[config.mk]
export PLATFORM = sky130hd
export DESIGN_NAME = uart_dbuf_tx
export DESIGN_NICKNAME = d
export VERILOG_FILES = /design/src/rtl/uart_tx_pkg.sv /design/src/rtl/uart_tx_holdbuf.sv /design/src/rtl/uart_tx_shifter.sv /design/src/rtl/uart_tx_ctrl.sv /design/src/rtl/uart_dbuf_tx.sv
export SDC_FILE = /design/constraint.sdc
export NUM_CORES = 1
export LEC_CHECK = 0
export BUFFER_PORTS_ARGS = -buffer_cell sky130_fd_sc_hd__buf_2
export CORE_MARGIN = 1.5
export CORE_UTILIZATION = 43
export DETAILED_ROUTE_END_ITERATION = 7
export PLACE_DENSITY = 0.69
export SLEW_MARGIN = 5
export SYNTH_ARGS = -nofsm -noshare
export SYNTH_HDL_FRONTEND = slang
export SYNTH_HIERARCHICAL = 1
export SYNTH_SLANG_ARGS = --single-unit
[constraint.sdc]
create_clock -name clk -period 2.5 [get_ports clk]
set_input_delay 0.375 -clock clk [delete_from_list [all_inputs] [get_ports clk]]
set_output_delay 0.375 -clock clk [all_outputs]
set_load 0.01 [all_outputs]
[src/rtl/uart_tx_pkg.sv]
package uart_tx_pkg;
    localparam int LEN_W = 2;

    typedef struct packed {
        logic [LEN_W-1:0] len;
        logic             par_en;
        logic             par_odd;
        logic             two_stop;
    } tx_cfg_t;
endpackage

[src/rtl/uart_tx_holdbuf.sv]
module uart_tx_holdbuf #(
    parameter int DATA_W = 8
) (
    input  logic              clk,
    input  logic              rst_n,
    input  logic              wr_valid,
    input  logic [DATA_W-1:0] wr_data,
    input  logic              tx_enable,
    input  logic              take,
    output logic              hold_full,
    output logic [DATA_W-1:0] hold_data
);
    typedef struct packed {
        logic              full;
        logic [DATA_W-1:0] data;
    } hb_t;

    hb_t  st_d, st_q;
    logic accept;

    always_comb begin
        st_d   = st_q;
        accept = wr_valid && !st_q.full && tx_enable;
        if (take) begin
            st_d.full = 1'b0;
        end
        if (accept) begin
            st_d.full = 1'b1;
            st_d.data = wr_data;
        end
    end

    always_ff @(posedge clk or negedge rst_n) begin
        if (!rst_n) begin
            st_q <= '0;
        end else begin
            st_q <= st_d;
        end
    end

    assign hold_full = st_q.full;
    assign hold_data = st_q.data;

    p_accept_fills_r4: assert property (@(posedge clk) disable iff (!rst_n)
        accept |=> hold_full);

    p_full_write_drops_r6: assert property (@(posedge clk) disable iff (!rst_n)
        (wr_valid && hold_full && !take) |=> (hold_full && $stable(hold_data)));
endmodule

[src/rtl/uart_tx_shifter.sv]
module uart_tx_shifter
    import uart_tx_pkg::*;
#(
    parameter int DATA_W = 8
) (
    input  logic              clk,
    input  logic              rst_n,
    input  logic              baud_tick,
    input  tx_cfg_t           cfg,
    input  logic              hold_full,
    input  logic [DATA_W-1:0] hold_data,
    output logic              take,
    output logic              finish,
    output logic              busy,
    output logic              line
);
    localparam int FRAME_W  = DATA_W + 4;
    localparam int CNT_W    = $clog2(FRAME_W + 1);
    localparam int MIN_BITS = DATA_W - (2 ** LEN_W) + 1;

    typedef struct packed {
        logic               busy;
        logic [FRAME_W-1:0] sr;
        logic [CNT_W-1:0]   cnt;
        logic               line;
    } sh_t;

    sh_t                st_d, st_q;
    logic [FRAME_W-1:0] frame;
    logic [CNT_W-1:0]   nbits;
    logic [CNT_W-1:0]   par_idx;
    logic [CNT_W-1:0]   total;
    logic               par;

    // Build the frame image for the held byte.
    always_comb begin
        nbits   = CNT_W'(MIN_BITS) + CNT_W'(cfg.len);
        par     = 1'b0;
        frame   = '1;
        frame[0] = 1'b0;
        for (int i = 0; i < DATA_W; i++) begin
            if (CNT_W'(i) < nbits) begin
                frame[i + 1] = hold_data[i];
                par          = par ^ hold_data[i];
            end
        end
        par_idx = nbits + CNT_W'(1);
        if (cfg.par_en) begin
            frame[par_idx] = par ^ cfg.par_odd;
        end
        total = nbits + CNT_W'(2) + CNT_W'(cfg.par_en) + CNT_W'(cfg.two_stop);
    end

    always_comb begin
        st_d   = st_q;
        take   = 1'b0;
        finish = 1'b0;
        if (baud_tick) begin
            if (st_q.busy && st_q.cnt != CNT_W'(1)) begin
                st_d.sr   = {1'b1, st_q.sr[FRAME_W-1:1]};
                st_d.line = st_q.sr[1];
                st_d.cnt  = st_q.cnt - CNT_W'(1);
            end else begin
                finish = st_q.busy;
                if (hold_full) begin
                    take      = 1'b1;
                    st_d.busy = 1'b1;
                    st_d.sr   = frame;
                    st_d.line = frame[0];
                    st_d.cnt  = total;
                end else begin
                    st_d.busy = 1'b0;
                    st_d.line = 1'b1;
                end
            end
        end
    end

    always_ff @(posedge clk or negedge rst_n) begin
        if (!rst_n) begin
            st_q      <= '0;
            st_q.line <= 1'b1;
        end else begin
            st_q <= st_d;
        end
    end

    assign busy = st_q.busy;
    assign line = st_q.line;

    p_start_after_take_r1: assert property (@(posedge clk) disable iff (!rst_n)
        take |=> !line);

    p_finish_on_stop_r3: assert property (@(posedge clk) disable iff (!rst_n)
        finish |-> line);

    p_idle_high_r1: assert property (@(posedge clk) disable iff (!rst_n)
        !busy |-> line);
endmodule

[src/rtl/uart_tx_ctrl.sv]
module uart_tx_ctrl (
    input  logic clk,
    input  logic rst_n,
    input  logic tx_enable,
    input  logic finish,
    input  logic take,
    input  logic busy,
    input  logic hold_full,
    input  logic done_ack,
    input  logic done_clr,
    input  logic empty_ie,
    input  logic done_ie,
    output logic tx_done,
    output logic irq_empty,
    output logic irq_done,
    output logic active
);
    typedef struct packed {
        logic done;
        logic en;
    } ct_t;

    ct_t st_d, st_q;

    always_comb begin
        st_d = st_q;
        if (done_ack || done_clr) begin
            st_d.done = 1'b0;
        end
        if (finish && !take) begin
            st_d.done = 1'b1;
        end
        st_d.en = tx_enable || (st_q.en && (busy || hold_full));
    end

    always_ff @(posedge clk or negedge rst_n) begin
        if (!rst_n) begin
            st_q <= '0;
        end else begin
            st_q <= st_d;
        end
    end

    assign tx_done   = st_q.done;
    assign active    = st_q.en;
    assign irq_empty = empty_ie && !hold_full;
    assign irq_done  = done_ie && st_q.done;

    p_done_when_drained_r7: assert property (@(posedge clk) disable iff (!rst_n)
        $rose(tx_done) |-> !busy);

    p_drain_before_off_r11: assert property (@(posedge clk) disable iff (!rst_n)
        (active && (busy || hold_full)) |=> active);

    p_set_beats_clear_r8: assert property (@(posedge clk) disable iff (!rst_n)
        (finish && !take) |=> tx_done);
endmodule

[src/rtl/uart_dbuf_tx.sv]
module uart_dbuf_tx
    import uart_tx_pkg::*;
#(
    parameter int DATA_W = 8
) (
    input  logic              clk,
    input  logic              rst_n,
    input  logic              baud_tick,
    input  logic [LEN_W-1:0]  cfg_len,
    input  logic              cfg_par_en,
    input  logic              cfg_par_odd,
    input  logic              cfg_two_stop,
    input  logic              tx_enable,
    input  logic              wr_valid,
    input  logic [DATA_W-1:0] wr_data,
    input  logic              done_ack,
    input  logic              done_clr,
    input  logic              empty_ie,
    input  logic              done_ie,
    output logic              hold_empty,
    output logic              tx_done,
    output logic              irq_empty,
    output logic              irq_done,
    output logic              txd,
    output logic              txd_oe
);
    tx_cfg_t           cfg;
    logic              take, finish, busy, line, hold_full, active;
    logic [DATA_W-1:0] hold_data;

    assign cfg = '{len: cfg_len, par_en: cfg_par_en, par_odd: cfg_par_odd,
                   two_stop: cfg_two_stop};

    uart_tx_holdbuf #(.DATA_W(DATA_W)) hold_i (
        .clk(clk), .rst_n(rst_n), .wr_valid(wr_valid), .wr_data(wr_data),
        .tx_enable(tx_enable), .take(take), .hold_full(hold_full),
        .hold_data(hold_data)
    );

    uart_tx_shifter #(.DATA_W(DATA_W)) shift_i (
        .clk(clk), .rst_n(rst_n), .baud_tick(baud_tick), .cfg(cfg),
        .hold_full(hold_full), .hold_data(hold_data), .take(take),
        .finish(finish), .busy(busy), .line(line)
    );

    uart_tx_ctrl ctrl_i (
        .clk(clk), .rst_n(rst_n), .tx_enable(tx_enable), .finish(finish),
        .take(take), .busy(busy), .hold_full(hold_full), .done_ack(done_ack),
        .done_clr(done_clr), .empty_ie(empty_ie), .done_ie(done_ie),
        .tx_done(tx_done), .irq_empty(irq_empty), .irq_done(irq_done),
        .active(active)
    );

    assign hold_empty = !hold_full;
    assign txd_oe     = active;
    assign txd        = active ? line : 1'b1;

    p_released_line_r12: assert property (@(posedge clk) disable iff (!rst_n)
        !txd_oe |-> txd);
endmodule

==> flow_metrics.tcl, run 1 <==
set metrics [dict create \
    status "complete, no violations" \
    globalRouteOverflowTotal 0 \
    drv_slew 0 \
    hold_violations 0 \
    std_cell_rows 22 \
    grt_pass1_vias 1182 \
    grt_max_degree 29 \
    synth_top_area_share_pct 40.4 \
    dp_slack_ns 0.202 \
    fin_ws_ns 0.490 \
    dieArea_um2 4280 \
    synth_area_leaders "dfrtp_1, ha_1, mux2_2" \
    grt_pass1_wl_um 5230 \
    min_period_ns 2.01 \
    ctsHoldBuffers 0 \
    nets 232 \
    fmax_mhz 498 \
    ys_ff_latch 28 \
    root_buffer "clkbuf_8" \
    die_y_um 65.4 \
    drive_gt1_share_pct 25.0 \
    slew_headroom_pct 59.4 \
    mostFrequentLayoutCells "dfrtp_1, buf_2, inv_1, nand2_1, o21ai_0" \
    slowest_delay_ns 0.34 \
    tightest_slew_ns 0.609 \
    fin_area_um2 1940 \
    wl_per_cell_um 12.6 \
    io-pin-count 28 \
    finClkSkew_ns 0.00962 \
    synth_area_um2 1670 \
    drv_cap 0 \
    start_kind "input pin" \
    insertion_delay_ns 0.28 \
    first_iter_violations 56 \
    syn-num-nets 200 \
    synthDistinctLibCells 43 \
    fin_total_pwr_mw 2.30 \
    cts_resized 0 \
    clk_pin_slew_ns 0.10 \
    cts_setup_buffers 0 \
    hold_path.class "in2async" \
    rr_worst_depth 7 \
    yosysTopAreaCell "dfrtp_1" \
    avgSynthCellArea_um2 10.1 \
    drtAntennaViolNets 0 \
    grt_usage_pct 15.6 \
    route.vias.total 1241 \
    nFillCells 358 \
    htreeDepth 1 \
    cp-end-kind "flip-flop" \
    p_per_area_nw_per_um2 1180 \
    cp.arrival_ns 2.17 \
    min_period_over_period_pct 80.4 \
    start_util_pct 45.4 \
    core_um2 3690 \
    path_max_fanout 7 \
    vdd_drop_max_mv 0.663 \
    dpl_cell_area_um2 1870 \
    via_per_inst 5.09 \
    antenna_found_initial 0 \
    synth_warnings 6 \
    fin_cells 244 \
    cts_tree "yes" \
    timing.hold.ws_ns 0.0882 \
    place_hpwl_um 2330 \
    crit_path_cell_trace "buf_2, inv_1, ha_1, inv_1, ha_1, nor2b_1, xnor2_1, xnor3_1, a311oi_1, o21ai_0" \
    area_growth_pct 15.8 \
    total_leakage_power_nw 0.927 \
    ys_seq_area_share_pct 41.9 \
    routed_wl_um 3070 \
    cts_inserted_buffers 3 \
    first_pass_iters 4 \
    synth_edf_count 0 \
    critPathRequiredTime_ns 2.66 \
    setup_viol 0 \
    place_inst 240 \
    gp_congestion 0.755 \
    die_x_um 65.4 \
    critical_path_class "in2reg" \
    rsz0062_at_grt "no" \
    synthCells 165 \
    cp_slowest_cell "xnor3_1" \
    drc 0 \
    tns_ns 0 \
    cts_buffer_depth 2 \
    async_flop_share_pct 100 \
    cts_num_sinks 28 \
    n_antenna_cell 0 \
    fin_util_pct 52.6 \
    rrSetupSlack_ns 0.54 \
    synth_flop_cell "dfrtp_1" \
    port_buffers 27 \
]
==> report_power, final <==
part | leakage [nW] | internal [mW] | switching (mW)
combinational | 0.556 | 0.540 | 0.554
sequential | 0.335 | 0.668 | 0.170
clock | 0.0357 | 0.215 | 0.149
==> critical path, delay by kind of cell <==
| family | cells | cell delay (ns) |
|---|---|---|
| AND/OR/NAND/NOR | 1 | 0.14 |
| AO/OA/AOI/OAI | 2 | 0.41 |
| adder cells (fa/ha/maj) | 2 | 0.42 |
| XOR/XNOR | 2 | 0.47 |
| buffers and inverters | 3 | 0.35 |
==> registers in the layout, indices dropped and copies added (netlist names) <==
register,count
shift_i/st_q,15
hold_i/hold_data,8
ctrl_i/active,1
ctrl_i/tx_done,1
hold_i/hold_full,1
shift_i/busy,1
shift_i/line,1
==> worst paths after layout <==
path,from,end
min in group clk,done_ack,ctrl_i/tx_done
max,cfg_len[0],shift_i/st_q[12]
min reg2reg,shift_i/st_q[7],shift_i/st_q[7]
min,rst_n,shift_i/st_q[4]
max reg2reg,shift_i/st_q[1],shift_i/st_q[13]
max in group asynchronous,rst_n,hold_i/hold_data[7]
==> metal layers <==
metal / global-route usage, % / part of all wire, % / routed length, µm
met2: 27.7 / 48 / 1490
met1: 20.1 / 46 / 1420
met3: 2.05 / 4.5 / 137
met4: 3.91 / 0.91 / 28
met5: 0 / 0 / 0
==> cell type report <==
cell class / instances / area (µm²) / share of cell area [%]
clock inverters: 1 / 30.0 / 1.55
repair buffers: 31 / 165 / 8.52
well taps: 48 / 60.1 / 3.10
clock buffers: 3 / 41.3 / 2.13
flip-flops and latches: 28 / 702 / 36.2
multi-input cells: 117 / 881 / 45.4
inverters: 16 / 60.1 / 3.10
==> cells by family after synthesis <==
kind of cell    count (synthesis)  synth area share, %
compound gates                 37                 14.8
xor+xnor                        9                 5.53
fa+ha+maj                      13                 10.2
buf+inv                        20                 5.45
flops                          28                 41.9
mux                            13                 8.37
simple gates                   45                 13.8
==> synth_stat cells (all sizes together), types with 2 or more instances <==
library cell and n:
a21oi 8, a22oi 3, and2 2, buf 3
dfrtp 27, ha 12, inv 15, mux2 8
mux2i 5, nand2 15, nand2b 2, nand3 2
nor2 12, nor2b 5, o21ai 16, xnor2 7
No activity file was read; power rests on OpenSTA's default activity.
==> run 2: changes to the inputs <==
- PLACE_DENSITY: 0.69 -> 0.71
- clock period: 2.5 -> 1.8 ns (I/O delays scaled with it)
==> flow_metrics.tcl, run 2 (synthesis results as in run 1) <==
set metrics [dict create \
    area_growth_pct 38.5 \
    cts_num_sinks 28 \
    crit_family "XOR/XNOR gates" \
    fin_total_pwr_mw 3.65 \
    std_cell_rows 22 \
    crit_path_cell_trace "buf_6, clkinvlp_4, buf_4, ha_2, nor2b_2, xnor2_1, xnor3_2, nor2_1, a41oi_2" \
    min_period_over_period_pct 100 \
    port_buffers 27 \
    fin_area_um2 2320 \
    critical_path_class "in2reg" \
    core_um2 3690 \
    route.vias.total 1392 \
    routed_wl_um 3650 \
    wl_per_cell_um 13.3 \
    timing.hold.ws_ns 0.00764 \
    place_inst 262 \
    critPathRequiredTime_ns 1.95 \
    grt_max_degree 29 \
    root_buffer "clkbuf_8" \
    place_hpwl_um 2570 \
    busiest_layer "met2" \
    grt_usage_pct 17.5 \
    tightest_slew_ns 0.638 \
    dpl_cell_area_um2 2050 \
    start_kind "input pin" \
    regMostFlops "shift_i/st_q" \
    drv_slew 0 \
    drtAntennaViolNets 0 \
    n_antenna_cell 0 \
    rsz0062_at_grt "yes" \
    start_util_pct 45.4 \
    antenna_found_initial 0 \
    gr-usage-met3_pct 3.25 \
    drv_cap 0 \
    dp_slack_ns -0.252 \
    die_x_um 65.4 \
    fin_cells 274 \
    cp-end-kind "flip-flop" \
    grt_pass1_wl_um 5840 \
    setup_viol 1 \
    insertion_delay_ns 0.27 \
    nets 262 \
    io-pin-count 28 \
    first_pass_iters 4 \
    via_per_inst 5.08 \
    clk_pin_slew_ns 0.09 \
    dieArea_um2 4280 \
    grt_pass1_vias 1326 \
    met2_usage_pct 30.9 \
    cts_buffer_depth 2 \
    p_per_area_nw_per_um2 1570 \
    fin_util_pct 62.9 \
    hold_violations 0 \
    slowest_delay_ns 0.46 \
    final_common_cell "buf_4" \
    slew_headroom_pct 57.4 \
    fmax_mhz 553 \
    cp_slowest_cell "xnor3_2" \
    die_y_um 65.4 \
    min_period_ns 1.81 \
    total_leakage_power_nw 1.09 \
    violations "setup timing" \
    cts_tree "yes" \
    cp.buffers_inverters 3 \
    path_max_fanout 7 \
    gp_congestion 0.801 \
    tns_ns -0.00694 \
    finClkSkew_ns 0.00352 \
    drc 0 \
    status "finished with violations" \
    largest_reg_flops 15 \
    first_iter_violations 28 \
    htreeDepth 1 \
    drive_gt1_share_pct 46.5 \
    met1_usage_pct 22.2 \
    globalRouteOverflowTotal 0 \
    cp.arrival_ns 1.96 \
    mostFrequentLayoutCells "buf_4, buf_2, dfrtp_1" \
    hold_path.class "in2async" \
    cts_inserted_buffers 3 \
    ctsHoldBuffers 0 \
    fin_ws_ns -0.00694 \
    vdd_drop_max_mv 1.22 \
]
run 2: timing repair:
action,in CTS,in global routing
gates resized for setup,10,31
pin swaps,2,17
gates cloned,0,2
setup endpoints to repair,14,19
buffers inserted,2,4
run 2: power by group:
part / internal (mW) / switching, mW
clock: 0.159 / 0.188
sequential: 0.929 / 0.268
combinational: 1.09 / 1.01
run 2: final timing paths:
check / end / slack, ns / startpoint / cells past startpoint
max: shift_i/st_q[16] / -0.007 / cfg_len[0] / 9
min: shift_i/st_q[1] / 0.008 / rst_n / 1
max reg2reg: shift_i/st_q[1] / 0 / shift_i/st_q[2] / 8
min reg2reg: shift_i/st_q[7] / 0.49 / shift_i/st_q[7] / 2
max in group asynchronous: hold_i/hold_data[6] / 1.38 / rst_n / 1
min in group clk: ctrl_i/tx_done / 0.19 / done_ack / 2
run 2: metal layers:
| metal | vias up | share of wire, % |
|---|---|---|
| met5 | - | 0 |
| met4 | 0 | 0.33 |
| met3 | 2 | 2.9 |
| met2 | 22 | 53 |
| met1 | 672 | 44 |
| li1 | 696 | - |
run 2: layout make-up:
type,instances,area [µm²]
repair inverters,1,7.51
inverters,16,66.3
multi-input cells,117,1030
well taps,48,60.1
clock buffers,4,45.0
flip-flops and latches,28,702
fillers,323,1370
repair buffers,60,407
==> run 3: changes to the inputs <==
- ABC_AREA: not set -> 1
- PLACE_DENSITY: 0.71 -> 0.7
==> flow_metrics.tcl, run 3 <==
set metrics [dict create \
    yosysTopAreaCell "dfrtp_1" \
    synthDistinctLibCells 30 \
    rsz0062_at_grt "no" \
    area_growth_pct 14.2 \
    die_x_um 69.3 \
    total_leakage_power_nw 1.18 \
    fin_total_pwr_mw 3.27 \
    regMostFlops "shift_i/st_q" \
    min_period_over_period_pct 88.9 \
    htreeDepth 1 \
    synth_flop_cell "dfrtp_1" \
    cp-end-kind "flip-flop" \
    std_cell_rows 23 \
    dieArea_um2 4800 \
    fmax_mhz 625 \
    port_buffers 27 \
    first_iter_violations 66 \
    largest_reg_flops 15 \
    io-pin-count 28 \
    wl_per_cell_um 11.4 \
    setup_viol 0 \
    start_kind "flip-flop" \
    grt_usage_pct 17.2 \
    p_per_area_nw_per_um2 1520 \
    clk_pin_slew_ns 0.09 \
    drive_gt1_share_pct 19.0 \
    critical_path_class "reg2reg" \
    antenna_found_initial 0 \
    synth_warnings 6 \
    critPathRequiredTime_ns 1.97 \
    status "complete, no violations" \
    grt_pass1_vias 1535 \
    nets 325 \
    core_um2 4120 \
    via_per_inst 4.77 \
    slew_headroom_pct 58.3 \
    drv_cap 0 \
    first_pass_iters 4 \
    synth_area_um2 1890 \
    cts_inserted_buffers 3 \
    synth_common_cells "nand2_1, inv_1, dfrtp_1" \
    routed_wl_um 3870 \
    n_antenna_cell 0 \
    ctsHoldBuffers 0 \
    gp_congestion 0.834 \
    cts_buffer_depth 2 \
    fin_ws_ns 0.200 \
    synth_most_common_cell "nand2_1" \
    startpoint "shift_i/st_q[2]" \
    drv_slew 0 \
    timing.hold.ws_ns 0.000538 \
    path_max_fanout 9 \
    synth_top_area_share_pct 35.8 \
    grt_pass1_wl_um 6800 \
    cp.arrival_ns 1.77 \
    drc 0 \
    min_period_ns 1.60 \
    tns_ns 0 \
    root_buffer "clkbuf_8" \
    route.vias.total 1617 \
    cts_setup_buffers 0 \
    synthCells 256 \
    cts_num_sinks 28 \
    avgSynthCellArea_um2 7.38 \
    cts_resized 0 \
    ys_seq_area_share_pct 37.2 \
    grt_max_degree 29 \
    ys_ff_latch 28 \
    insertion_delay_ns 0.27 \
    start_util_pct 45.9 \
    synth_area_leaders "dfrtp_1, nand2_1, ha_1" \
    place_hpwl_um 2930 \
    tightest_slew_ns 0.626 \
    globalRouteOverflowTotal 0 \
    async_flop_share_pct 100 \
    syn-num-nets 291 \
    hold_violations 0 \
    cts_tree "yes" \
    die_y_um 69.3 \
    synth_edf_count 0 \
    reg2reg_from "shift_i/st_q[2]" \
    hold_path.class "in2async" \
    dp_slack_ns -0.0300 \
    mostFrequentLayoutCells "nand2_1, inv_1, dfrtp_1, buf_2" \
    vdd_drop_max_mv 0.645 \
    final_common_cell "nand2_1" \
    finClkSkew_ns 0.00540 \
    drtAntennaViolNets 0 \
]
-- run 3: changes by cell type in the layout (fill, tap and decap cells not counted), moves of 6 or more --
cell / previous run / this run
mux2_2: 8 / 0
nand2_1: 13 / 90
buf_4: 29 / 7
inv_1: 12 / 32
o21ai_0: 9 / 15
nand3_1: 1 / 11
nand4_1: 1 / 8
-- run 3: report_power, final --
part	internal [mW]	switching, mW	total [mW]
Clock	0.196	0.188	0.383
Combinational	0.629	1.10	1.73
Sequential	0.930	0.232	1.16
-- run 3: per-stage QoR --
stage,cells,instance area (µm²),util (%)
after floorplan,256,1890,-
after global placement,335,2100,51.0
after detailed placement,335,2100,51.0
after CTS,339,2160,52.4
after global routing,339,2160,52.4
final,339,2160,52.4
-- run 3: cells by family after synthesis --
kind of cell	count (synthesis)	share of synthesized area, %
DFF	28	37.2
buffers and inverters	44	10.0
xor gates and xnor gates	4	1.86
and+or+nand+nor	134	32.4
AOI/OAI and AO/OA	33	9.54
adders and majority gates	13	9.01
-- run 3: critical path: stages, from the launching register on --
cell and delay (ns):
dfrtp_1 0.37, inv_1 0.11, ha_1 0.18, nand3_2 0.13, nand3_4 0.12, nand2_4 0.07, inv_4 0.12, nor2_8 0.06
inv_2 0.10, o21ai_0 0.11, nand2_1 0.08, nand2_1 0.04
-- run 3: layout make-up --
cell class,instances,area (µm²)
inverters,39,151
multi-input cells,184,997
flip-flops and latches,28,702
clock buffers,4,55.1
repair buffers,34,188
well taps,50,62.6
fillers,412,1960
-- run 3: worst paths after layout --
kind / endpoint / slack [ns] / cells after the start
worst min-delay path: shift_i/st_q[2] / 0.0005 / 1
worst max-delay path: shift_i/st_q[11] / 0.20 / 11
worst min register to register: shift_i/st_q[11] / 0.49 / 2
worst max register to register: shift_i/st_q[11] / 0.20 / 11
max in group asynchronous: shift_i/st_q[9] / 1.39 / 1
min in group clk: ctrl_i/tx_done / 0.22 / 4
-- run 3: layer usage --
metal | global-route usage (%) | wire length, µm | vias up
met2 | 28.4 | 1800 | 34
met3 | 3.34 | 146 | 2
met4 | 3.27 | 23 | 0
li1 | - | - | 866
met1 | 23.5 | 1900 | 715
met5 | 0 | 0 | -
